<file path="src/rtl/mpib_pkg.sv">
`timescale 1ns/1ps
package mpib_pkg;

  localparam int unsigned WORD_W = 32;

  // register offsets (byte addressed)
  localparam logic [7:0] OFS_STAT  = 8'h10;
  localparam logic [7:0] OFS_BCAST = 8'h14;
  localparam logic [7:0] OFS_ERR   = 8'h18;

  // status word packing: count-1, broadcast flag, ext line, power-down field
  function automatic logic [WORD_W-1:0] pack_status(
    input logic [3:0] cnt_m1,
    input logic [3:0] ext_line,
    input logic [3:0] pd_field
  );
    logic bflag;
    bflag = (cnt_m1 != 4'd0);
    pack_status = {cnt_m1, bflag, 1'b0, 6'b0, ext_line, 12'b0, pd_field};
  endfunction

  // broadcast mask word: line 0 never stored
  function automatic logic [WORD_W-1:0] pack_mask(
    input logic [15:0] mask
  );
    pack_mask = {16'b0, mask[15:1], 1'b0};
  endfunction

  // reset value of the power-down field
  function automatic logic [3:0] pd_reset_value(
    input logic hold
  );
    pd_reset_value = {3'b111, hold};
  endfunction

endpackage

</file>
<file path="src/rtl/mpib_ctl.sv">
`timescale 1ns/1ps
module mpib_ctl #(
  parameter int unsigned NCPU = 4,
  parameter int unsigned NIRQ = 16
) (
  input  logic            clk,
  input  logic            rst_n,
  input  logic            boot_hold_i,
  input  logic            wr_stat,
  input  logic            wr_mask,
  input  logic            wr_err,
  input  logic [NIRQ-1:0] wdata_lo,
  input  logic [NCPU-1:0] pwrdn_i,
  output logic [NCPU-1:0] pd_q,
  output logic [NIRQ-1:0] mask_q,
  output logic [NCPU-1:0] start_o,
  output logic [NCPU-1:0] force_err_o,
  output logic [NCPU-1:0] start_evt,
  output logic [NCPU-1:0] ferr_evt
);
  import mpib_pkg::*;

  logic [NCPU-1:0] pd_rst;
  logic [NCPU-1:0] pd_d;
  logic [3:0]      pd_rst4;

  assign pd_rst4 = pd_reset_value(boot_hold_i);

  // events for the checker: an accepted one on a start or force-error bit
  assign start_evt = wr_stat ? wdata_lo[NCPU-1:0] : '0;
  assign ferr_evt  = wr_err  ? wdata_lo[NCPU-1:0] : '0;

  always_comb begin
    pd_rst = '1;
    pd_rst[0] = pd_rst4[0];
  end

  // per-CPU next state: power-down indication wins over a start write
  for (genvar n = 0; n < NCPU; n++) begin : g_pd
    always_comb begin
      if (pwrdn_i[n])        pd_d[n] = 1'b1;
      else if (start_evt[n]) pd_d[n] = 1'b0;
      else                   pd_d[n] = pd_q[n];
    end
  end

  always_ff @(posedge clk) begin
    if (!rst_n) begin
      pd_q        <= pd_rst;
      mask_q      <= '0;
      start_o     <= '0;
      force_err_o <= '0;
    end else begin
      pd_q        <= pd_d;
      start_o     <= start_evt;
      force_err_o <= ferr_evt;
      if (wr_mask) mask_q <= {wdata_lo[NIRQ-1:1], 1'b0};
    end
  end

endmodule

</file>
<file path="src/rtl/mpib_route.sv">
`timescale 1ns/1ps
module mpib_route #(
  parameter int unsigned NCPU = 4,
  parameter int unsigned NIRQ = 16
) (
  input  logic                 clk,
  input  logic                 rst_n,
  input  logic [NIRQ-1:0]      irq_i,
  input  logic [NIRQ-1:0]      mask_q,
  input  logic                 pend_clr_i,
  input  logic [NCPU-1:0]      force_clr_i,
  output logic [NIRQ-1:0]      pend_o,
  output logic [NCPU*NIRQ-1:0] force_o,
  output logic [NIRQ-1:0]      pend_evt,
  output logic [NIRQ-1:0]      bcast_evt
);
  logic [NIRQ-1:0] live;

  // line 0 is not a request line
  always_comb begin
    live    = irq_i;
    live[0] = 1'b0;
  end

  assign pend_evt  = live & ~mask_q;
  assign bcast_evt = live &  mask_q;

  always_ff @(posedge clk) begin
    if (!rst_n) pend_o <= '0;
    else        pend_o <= (pend_o & ~{NIRQ{pend_clr_i}}) | pend_evt;
  end

  for (genvar c = 0; c < NCPU; c++) begin : g_cpu
    logic [NIRQ-1:0] frc_q;
    always_ff @(posedge clk) begin
      if (!rst_n) frc_q <= '0;
      else        frc_q <= (frc_q & ~{NIRQ{force_clr_i[c]}}) | bcast_evt;
    end
    assign force_o[c*NIRQ +: NIRQ] = frc_q;
  end

endmodule

</file>
<file path="src/rtl/mpib_rdmux.sv">
`timescale 1ns/1ps
module mpib_rdmux #(
  parameter int unsigned NCPU    = 4,
  parameter int unsigned NIRQ    = 16,
  parameter int unsigned EXT_IRQ = 0
) (
  input  logic            sel_stat,
  input  logic            sel_mask,
  input  logic            sel_err,
  input  logic [NCPU-1:0] pd_q,
  input  logic [NIRQ-1:0] mask_q,
  input  logic [NCPU-1:0] err_mode_i,
  output logic [31:0]     rdata
);
  import mpib_pkg::*;

  localparam logic [3:0] CNT_M1 = 4'(NCPU - 1);
  localparam logic [3:0] EXT_LN = 4'(EXT_IRQ);

  logic [3:0]  pd4;
  logic [15:0] mask16;
  logic [31:0] err32;

  always_comb begin
    pd4 = '0;
    pd4[NCPU-1:0] = pd_q;
    mask16 = '0;
    mask16[NIRQ-1:0] = mask_q;
    err32 = '0;
    err32[NCPU-1:0] = err_mode_i;
  end

  always_comb begin
    unique case (1'b1)
      sel_stat: rdata = pack_status(CNT_M1, EXT_LN, pd4);
      sel_mask: rdata = pack_mask(mask16);
      sel_err:  rdata = err32;
      default:  rdata = '0;
    endcase
  end

endmodule

</file>
<file path="src/rtl/mp_irq_bcast_ctrl.sv">
`timescale 1ns/1ps
module mp_irq_bcast_ctrl #(
  parameter int unsigned NCPU    = 4,
  parameter int unsigned NIRQ    = 16,
  parameter int unsigned EXT_IRQ = 0,
  parameter int unsigned ADDR_W  = 8
) (
  input  logic                 clk,
  input  logic                 rst_n,
  input  logic                 boot_hold_i,
  input  logic [ADDR_W-1:0]    reg_addr,
  input  logic                 reg_we,
  input  logic [31:0]          reg_wdata,
  output logic [31:0]          reg_rdata,
  input  logic [NCPU-1:0]      pwrdn_i,
  input  logic [NCPU-1:0]      err_mode_i,
  input  logic [NIRQ-1:0]      irq_i,
  input  logic                 pend_clr_i,
  input  logic [NCPU-1:0]      force_clr_i,
  output logic [NCPU-1:0]      start_o,
  output logic [NCPU-1:0]      force_err_o,
  output logic [NIRQ-1:0]      pend_o,
  output logic [NCPU*NIRQ-1:0] force_o
);
  import mpib_pkg::*;

  logic sel_stat, sel_mask, sel_err;
  logic wr_stat, wr_mask, wr_err;
  logic [NCPU-1:0] pd_q;
  logic [NIRQ-1:0] mask_q;
  logic [NCPU-1:0] start_evt, ferr_evt;
  logic [NIRQ-1:0] pend_evt, bcast_evt;
  logic            unused_wdata;

  assign sel_stat = (reg_addr == ADDR_W'(OFS_STAT));
  assign sel_mask = (reg_addr == ADDR_W'(OFS_BCAST));
  assign sel_err  = (reg_addr == ADDR_W'(OFS_ERR));

  assign wr_stat = reg_we & sel_stat;
  assign wr_mask = reg_we & sel_mask;
  assign wr_err  = reg_we & sel_err;

  assign unused_wdata = ^reg_wdata[31:NIRQ];

  mpib_ctl #(.NCPU(NCPU), .NIRQ(NIRQ)) u_ctl (
    .clk         (clk),
    .rst_n       (rst_n),
    .boot_hold_i (boot_hold_i),
    .wr_stat     (wr_stat),
    .wr_mask     (wr_mask),
    .wr_err      (wr_err),
    .wdata_lo    (reg_wdata[NIRQ-1:0]),
    .pwrdn_i     (pwrdn_i),
    .pd_q        (pd_q),
    .mask_q      (mask_q),
    .start_o     (start_o),
    .force_err_o (force_err_o),
    .start_evt   (start_evt),
    .ferr_evt    (ferr_evt)
  );

  mpib_route #(.NCPU(NCPU), .NIRQ(NIRQ)) u_route (
    .clk         (clk),
    .rst_n       (rst_n),
    .irq_i       (irq_i),
    .mask_q      (mask_q),
    .pend_clr_i  (pend_clr_i),
    .force_clr_i (force_clr_i),
    .pend_o      (pend_o),
    .force_o     (force_o),
    .pend_evt    (pend_evt),
    .bcast_evt   (bcast_evt)
  );

  mpib_rdmux #(.NCPU(NCPU), .NIRQ(NIRQ), .EXT_IRQ(EXT_IRQ)) u_rd (
    .sel_stat   (sel_stat),
    .sel_mask   (sel_mask),
    .sel_err    (sel_err),
    .pd_q       (pd_q),
    .mask_q     (mask_q),
    .err_mode_i (err_mode_i),
    .rdata      (reg_rdata)
  );

endmodule

</file>
<file path="config.mk">
export PLATFORM = sky130hd
export DESIGN_NAME = mp_irq_bcast_ctrl
export DESIGN_NICKNAME = d
export VERILOG_FILES = /design/src/rtl/mpib_pkg.sv /design/src/rtl/mpib_ctl.sv /design/src/rtl/mpib_route.sv /design/src/rtl/mpib_rdmux.sv /design/src/rtl/mp_irq_bcast_ctrl.sv
export SDC_FILE = /design/constraint.sdc
export NUM_CORES = 1
export LEC_CHECK = 0
export BUFFER_PORTS_ARGS = -buffer_cell sky130_fd_sc_hd__buf_2
export CAP_MARGIN = 15
export CELL_PAD_IN_SITES_DETAIL_PLACEMENT = 0
export CELL_PAD_IN_SITES_GLOBAL_PLACEMENT = 1
export CORE_MARGIN = 2
export CORE_UTILIZATION = 36
export DETAILED_ROUTE_END_ITERATION = 7
export GPL_TIMING_DRIVEN = 0
export PLACE_DENSITY_LB_ADDON = 0.15
export SLEW_MARGIN = 15
export SYNTH_ARGS = -nofsm -noshare
export SYNTH_HDL_FRONTEND = slang
export SYNTH_SLANG_ARGS = --single-unit
export TNS_END_PERCENT = 30
</file>
<file path="constraint.sdc">
create_clock -name clk -period 3.4 [get_ports clk]
set_clock_uncertainty 0.15 [all_clocks]
set_input_delay 0.34 -clock clk [delete_from_list [all_inputs] [get_ports clk]]
set_output_delay 0.34 -clock clk [all_outputs]
set_load 0.05 [all_outputs]
</file>
# Word-level counts from Yosys, hierarchy flattened
# Index checks and enable logic that the tools add are counted.
# word_totals
ff_bits	107
in_bits	73
out_inout_bits	120
word_cells	47
# op_classes
n_eq_ne	4
muxes	5
bitwise	22
reduce_logical	4
# ops
operator	count
16-bit bitwise AND	7
16-bit inverter	6
30-bit case mux with 3 select lines	1
16-bit OR	5
8-bit by 5-bit == test with 1-bit output, second input constant	3
2-bit OR reduction	3
4-bit 2-to-1 mux	1
1-bit bitwise AND	3
1-bit 2-to-1 mux	3
3-bit by 1-bit inequality test with 1-bit output, second input constant	1
2-bit AND reduction	1
1-bit inverter	1

# Depth between registers and ports, before layout
# Gate-level depths: netlist of the first run.
# depth
depth_word	6
depth_mapped	6
depth_no_buf	3

# Cells and area by module
# From an unflattened synthesis of the first run, not the netlist that was laid out.
# hier_totals
hier_cells	436
hier_area_um2	4305.4
# modules_own_cells
mod	n_inst	cells_per_inst	area_each_um2	seq_area_each_um2
mpib_route	1	298	3017.9	1601.5
mpib_ctl	1	88	960.9	550.5
mpib_rdmux	1	37	252.7	0.0
mp_irq_bcast_ctrl	1	13	73.8	0.0

# Least setup slack after synthesis of the first run
# Ideal clock, no wire load.
# synth_path
kind	input-to-output
startpoint	input port reg_addr[1]
endpoint	output port reg_rdata[28]
t_arrival_ns	2.959
required_time_ns	2.910
slack_ns	-0.049
stages	6
n_path_buf	3
path_cell_list	or4b_1 buf_2 or2_2 buf_2 nor3_1 buf_4
# synth_via
elab_chain_cells	2
word_cells_on_any_way	4
classes_between	eq/ne (3); mux (1)
# synth_rtl
element	line	rtl
start: declaration	mp_irq_bcast_ctrl.sv:11	input logic [ADDR_W-1:0] reg_addr,
8-bit by 5-bit == test with 1-bit output (on tied branches)	mp_irq_bcast_ctrl.sv:37, mp_irq_bcast_ctrl.sv:35, mp_irq_bcast_ctrl.sv:36	
30-bit case mux with 3 select lines *	mpib_rdmux.sv:34	unique case (1'b1)
end: declaration	mp_irq_bcast_ctrl.sv:14	output logic [31:0] reg_rdata,
# Mark *: on every way between the ends. The rest lies on a longest branch, timed or not.

# Worst setup path after layout of the first run
# layout_path
startpoint	input port reg_addr[1]
endpoint	output port reg_rdata[6]
# Same word-level chain as after synthesis.

==> metrics.cfg, run 1 <==
[pwr]
p_sw_mw = 0.619
power_leakage_nw = 2.60
power_frac_seq = 0.508
p_comb_frac = 0.099
clkPwrFrac = 0.394
p_int_mw = 1.89
p_per_area_nw_per_um2 = 450
irDropWorstVdd_mv = 0.358
swShare = 0.246

[worst_setup_path]
critPathLaunchType = primary input
timing.rr.start = u_ctl.mask_q[11]
path_class = in2out
regToRegEndpoint = u_route.g_cpu[0].frc_q[11]
required_ps = 2910
worstPathArrival_ps = 2510
end_kind = primary output
worstRegToRegCells = 2
cp-startpoint = reg_addr[1]
rrSetupSlack_ps = 2440
critPathMaxFanout = 10

[timing]
worst_pin_slew_ps = 686
period_needed_ps = 3000
slew_headroom = 0.539
tns_ps = 0
finalSetupViolations = 0
fmax_mhz = 334
hold_violations = 0
min_period_over_period = 0.882
rsz0062_at_grt = no
maxSlewViolCount = 0

[worst_hold_path]
whs_endpoint = u_ctl.pd_q[1]
hold_class = in2reg
worstHoldStart = pwrdn_i[1]
hold_depth = 2

[clocking]
cts_tree = built
clockBufferDepth = 2
postCtsResizedCells = 0
cts_buffers = 9
cts_setup_buffers = 0
htreeDepth = 3
ctsHoldBuffers = 0
cts.sinks = 107
clock-root-buffer = clkbuf_16
clk_latency_ps = 350
clk_pin_slew_ps = 70

[floorplanning]
top_level_ports = 193
die_x_um = 113
fp.dieH_um = 113
rows = 39
core_um2 = 11500
dieArea_um2 = 12800
start_util = 0.371

[yosys]
syn_area_um2 = 4270
synthTopCellsByArea = dfxtp_1 (50%), a21boi_0 (11%), nand2b_1 (8.9%)
yosysUniqueCellTypes = 30
ys_seq_area_frac = 0.504
yosys_warnings = 0
synth_top_area_frac = 0.496
synthFlopType = dfxtp_1
synthArstFlopShare = 0
syn_avg_cell_area_um2 = 9.31
synth_edf_count = 1
ys_ff_latch = 107
synth_cells = 459
yosys.area.top_type = dfxtp_1

[layout]
nets = 715
drive_above_1_share = 0.311
area_growth_pct = 30.6
stdcell_count = 790
antenna_cells = 0

[drt]
drtAntennaViolNets = 0
routed_wl_um = 11500
drc = 8
wire_per_inst_um = 14.6
drtIter0Drc = 124
drtPass1Iterations = 7
vias = 3592
vias_per_cell = 4.55

[global_routing]
grt_max_degree = 17
grt_overflow = 0
antenna_found_initial = 0
grt_pass1_wl_um = 18100
first_global_vias = 3544
grtUsageTotal = 0.184

[place]
hpwl_um = 8880
dp.cells = 774
io_buffers = 160
place.gp.congestion = 0.796

[job]
maxCapViolCount = 0

[run_status]
violations = design-rule violations
outcome = finished, violations left

-- cells by family (layout without fill, tap and decap cells) --
family / after synthesis / count (layout) / share of synthesized area
AND/OR/NAND/NOR: 172 / 172 / 0.228
flip-flops: 107 / 107 / 0.504
other: 1 / 13 / 0.000877
AO/OA/AOI/OAI: 82 / 82 / 0.137
multiplexers: 20 / 20 / 0.0471
buffers and inverters: 77 / 253 / 0.0831
-- synthesized netlist by cell type, types with 6 or more instances --
cell and instances:
nand2_1 50, a21boi_0 60, mux2i_1 19, nor3_1 6, nand2b_1 61, o22ai_1 15
buf_4 15, and2_1 27, dfxtp_1 106, inv_1 36, clkbuf_1 23
-- per-stage QoR --
stage	cell area, um^2	hold slack, ps	utilization	setup WS, ps	total power, mW
3_5_place_dp	5300	318	0.461	365	1.55
5_1_grt	5580	27.9	0.485	259	2.63
3_3_place_gp	5300	314	0.461	313	1.55
4_1_cts	5580	17.3	0.485	365	2.55
6_report	5580	28.2	0.485	402	2.51
2_1_floorplan	4320	297	-	389	1.47
-- cell usage in the layout, fill, tap and decap left out --
cell type,instances
mux2_2,1
buf_4,15
nand4b_1,1
buf_6,1
dfxtp_1,106
o22ai_1,15
clkbuf_1,24
or4_1,1
clkbuf_8,2
mux2i_1,19
nor4_4,1
nor3_1,5
clkbuf_16,9
or2_2,5
a21oi_1,5
and3b_1,5
o311ai_1,1
conb_1,13
inv_4,1
nor3b_1,2
nor2_1,3
nor3_2,1
clkinv_2,2
o21bai_1,1
nand2b_1,61
nor4_1,5
clkinvlp_4,1
nand3b_1,2
or4b_1,1
inv_1,36
nand2_1,50
a21boi_0,60
nor2b_1,2
edfxtp_1,1
buf_2,162
and2_1,27
-- flip-flops by register name (all words and copies together), names as in the netlist --
name / flops
u_route.g_cpu.frc_q: 64
u_route.pend_o: 16
u_ctl.mask_q: 15
u_ctl.force_err_o: 4
u_ctl.pd_q: 4
u_ctl.start_o: 4
-- power by group through the flow --
stage | Sequential [mW] | Clock (mW) | Combinational (mW)
floorplan | 1.35 | 0 | 0.129
global placement | 1.30 | 0 | 0.246
detailed placement | 1.30 | 0 | 0.248
CTS | 1.27 | 1.03 | 0.249
global route | 1.28 | 1.08 | 0.268
finish | 1.28 | 0.988 | 0.248
-- worst max-delay path: stages --
cell and delay (ps):
buf_2 90, or4b_1 510, buf_2 180, nor4_1 530
clkbuf_1 400, and2_1 200, buf_2 260
-- worst max path at each step --
stage / end / slack [ps] / cells after the start
after global routing: reg_rdata[5] / 260 / 7
after detailed placement: reg_rdata[6] / 360 / 7
after CTS: reg_rdata[6] / 360 / 7
after floorplan: reg_rdata[0] / 390 / 5
after global placement: reg_rdata[6] / 310 / 7
final: reg_rdata[6] / 400 / 7
-- layer usage --
layer,vias up,share of wire,global-route usage
li1,1827,-,-
met1,1657,0.42,0.214
met2,101,0.49,0.314
met3,7,0.085,0.0830
met4,0,0.0086,0.0415
met5,-,0,0
-- cell type report --
| type | instances | area, um^2 |
|---|---|---|
| fill | 1155 | 5930 |
| clock inverter | 4 | 23.8 |
| buffer | 41 | 220 |
| clock buffer | 12 | 256 |
| tap | 143 | 179 |
| timing repair buffer | 160 | 801 |
| inverter | 36 | 135 |
| multi-input combinational | 287 | 1820 |
| sequential | 107 | 2150 |
Note: power is estimated with default switching activity, not from simulation.
==> run 2: changes to the inputs <==
clock period = 3.58 ns   (was 3.4 ns; I/O delays follow)
==> run 2 against run 1 <==
  * The run still ends with design-rule violations left
  * Wire length is 1.1% lower
  * Worst hold slack better by 27 ps
  * Die area stayed put
  * Cell count stayed put
  * Utilization is 0.17 points higher
  * Register-to-register slack better by 190 ps
  * Sequential share of layout area is 0.14 points lower
  * Via count is 0.50% lower
  * Non-clock buffer count stayed put
  * Flip-flop and latch count stayed put
  * Critical path type unchanged
  * Highest routed layer unchanged
==> metrics.cfg, run 2 (synthesis gave the netlist of run 1 again) <==
[place]
place.gp.congestion = 0.780  ; -2.0%
hpwl_um = 8920  ; +0.36%
dp.cells = 774  ; unchanged
io_buffers = 160  ; unchanged

[worst_setup_path]
required_ps = 3070  ; +160 ps
crit_path_frequent_cell = buf_2
crit_cells = 7  ; unchanged
critPathSlowestCell = nor4_1
path_class = in2out
critPathLaunchType = primary input
worstPathArrival_ps = 2610  ; +100 ps
path_cells = buf_2 -> or4b_1 -> buf_2 -> nor4_1 -> clkbuf_1 -> and2_1 -> buf_2
worstRegToRegCells = 2  ; unchanged
path_delay_family = simple AND/OR/NAND/NOR gates
max_stage_delay_ps = 570  ; +40 ps
end_kind = primary output
critPathMaxFanout = 10  ; unchanged
cp_num_buf_inv = 4  ; unchanged

[global_routing]
grt_max_degree = 20  ; +3
first_global_vias = 3502  ; -1.2%
antenna_found_initial = 0  ; unchanged
grtUsageTotal = 0.182  ; -0.00201
grt_overflow = 0  ; unchanged
grt_pass1_wl_um = 18100  ; +0.15%

[floorplanning]
dieArea_um2 = 12800  ; unchanged
rows = 39  ; unchanged
core_um2 = 11500  ; unchanged
fp.dieH_um = 113  ; unchanged
start_util = 0.371  ; unchanged
top_level_ports = 193  ; unchanged
die_x_um = 113  ; unchanged

[worst_hold_path]
hold_depth = 2  ; unchanged
hold_class = in2reg

[clocking]
clk_pin_slew_ps = 70  ; about the same
clockBufferDepth = 2  ; unchanged
cts_tree = built
postCtsResizedCells = 0  ; unchanged
cts_buffers = 9  ; unchanged
ctsHoldBuffers = 0  ; unchanged
cts_setup_buffers = 0  ; unchanged
htreeDepth = 3  ; unchanged
clk_latency_ps = 340  ; about the same
cts.sinks = 107  ; unchanged
clock-root-buffer = clkbuf_16

[drt]
drc = 10  ; +2
drtIter0Drc = 174  ; +40%
routed_wl_um = 11400  ; -1.1%
vias_per_cell = 4.52  ; -0.50%
wire_per_inst_um = 14.4  ; -1.1%
drtAntennaViolNets = 0  ; unchanged
drtPass1Iterations = 8  ; +1
vias = 3574  ; -0.50%

[pwr]
swShare = 0.250  ; +0.00346
irDropWorstVdd_mv = 0.223  ; -38%
p_comb_frac = 0.095  ; -0.004
power_leakage_nw = 2.61  ; +0.39%
p_sw_mw = 0.615  ; -0.56%
power_mw = 2.46  ; -1.9%
power_frac_seq = 0.491  ; -0.017
p_per_area_nw_per_um2 = 439  ; -2.3%
p_int_mw = 1.85  ; -2.4%
clkPwrFrac = 0.413  ; +0.019

[timing]
hold_violations = 0  ; unchanged
slew_headroom = 0.505  ; -0.0341
min_period_over_period = 0.871
rsz0062_at_grt = no
worst_pin_slew_ps = 736  ; +50.7 ps
timing.hold.ws_ps = 55.7  ; +27.5 ps
fmax_mhz = 321
period_needed_ps = 3120
tns_ps = 0  ; unchanged
maxSlewViolCount = 0  ; unchanged
finalSetupViolations = 0  ; unchanged

[layout]
stdcell_count = 790  ; unchanged
antenna_cells = 0  ; unchanged
reg_top3 = u_route.g_cpu.frc_q x64, u_route.pend_o x16, u_ctl.mask_q x15
area_growth_pct = 31.1
drive_above_1_share = 0.309  ; -0.00155
mostFrequentLayoutCells = buf_2 (162), dfxtp_1 (106), nand2b_1 (61)
regMostFlops = u_route.g_cpu.frc_q
largest_reg_flops = 64  ; unchanged
final_common_cell = buf_2
nets = 715  ; unchanged
final.fill_count = 1143  ; -1.0%

[run_status]
outcome = finished, violations left
violations = design-rule violations

[job]
maxCapViolCount = 0  ; unchanged

==> run 2: cell types whose count changed in the layout (fill, tap and decap cells not counted) <==
cell	previous run	this run
nor3_2	1	0
inv_6	0	4
inv_4	1	0
nor3_1	5	6
bufinv_16	0	1
clkinvlp_4	1	0
inv_8	0	1
clkinv_2	2	0
clkbuf_8	2	0
==> run 2: final cells by class <==
class,instances,area (um^2),area share
Clock inverter,6,76.3,0.0136
Sequential cell,107,2150,0.384
Buffer,41,220,0.0393
Timing Repair Buffer,160,801,0.143
Multi-Input combinational cell,287,1810,0.323
Tap cell,143,179,0.0319
Inverter,36,135,0.0241
Clock buffer,10,229,0.0409
==> run 2: worst register-to-register path: stages (launching register included) <==
cell	delay (ps)
dfxtp_1	370
nand2_1	140
a21boi_0	210
==> run 2: stage by stage <==
step / setup WS (ps) / instance area (um^2) / util
2_1_floorplan: 95.5 / 4320 / -
5_1_grt: 319 / 5600 / 0.487
6_report: 460 / 5600 / 0.487
3_3_place_gp: 451 / 5300 / 0.460
4_1_cts: 448 / 5600 / 0.487
3_5_place_dp: 448 / 5300 / 0.460
==> run 2: power groups by stage <==
stage	sequential, mW	clock [mW]	combinational, mW
floorplan	1.28	0	0.122
global placement	1.24	0	0.233
detailed placement	1.24	0	0.235
CTS	1.21	1.05	0.236
global route	1.21	1.11	0.254
finish	1.21	1.02	0.234
==> run 2: path summary, 6_finish.rpt <==
| kind | slack (ps) | end | start |
|---|---|---|---|
| worst min register to register | 330 | u_route.g_cpu[3].frc_q[9] | u_route.g_cpu[3].frc_q[9] |
| worst max-delay path | 460 | reg_rdata[6] | reg_addr[1] |
| worst max register to register | 2630 | u_route.g_cpu[0].frc_q[13] | u_ctl.mask_q[13] |
| worst min-delay path | 60 | u_ctl.pd_q[1] | pwrdn_i[1] |
==> run 2: per-layer routing <==
metal,wire length (um),global-route usage,share of wire,vias to the layer above
met5,0,0,0,-
met4,105,0.0537,0.0092,0
met3,871,0.0573,0.077,8
met2,5350,0.300,0.47,110
met1,5040,0.231,0.44,1626
li1,-,-,-,1830
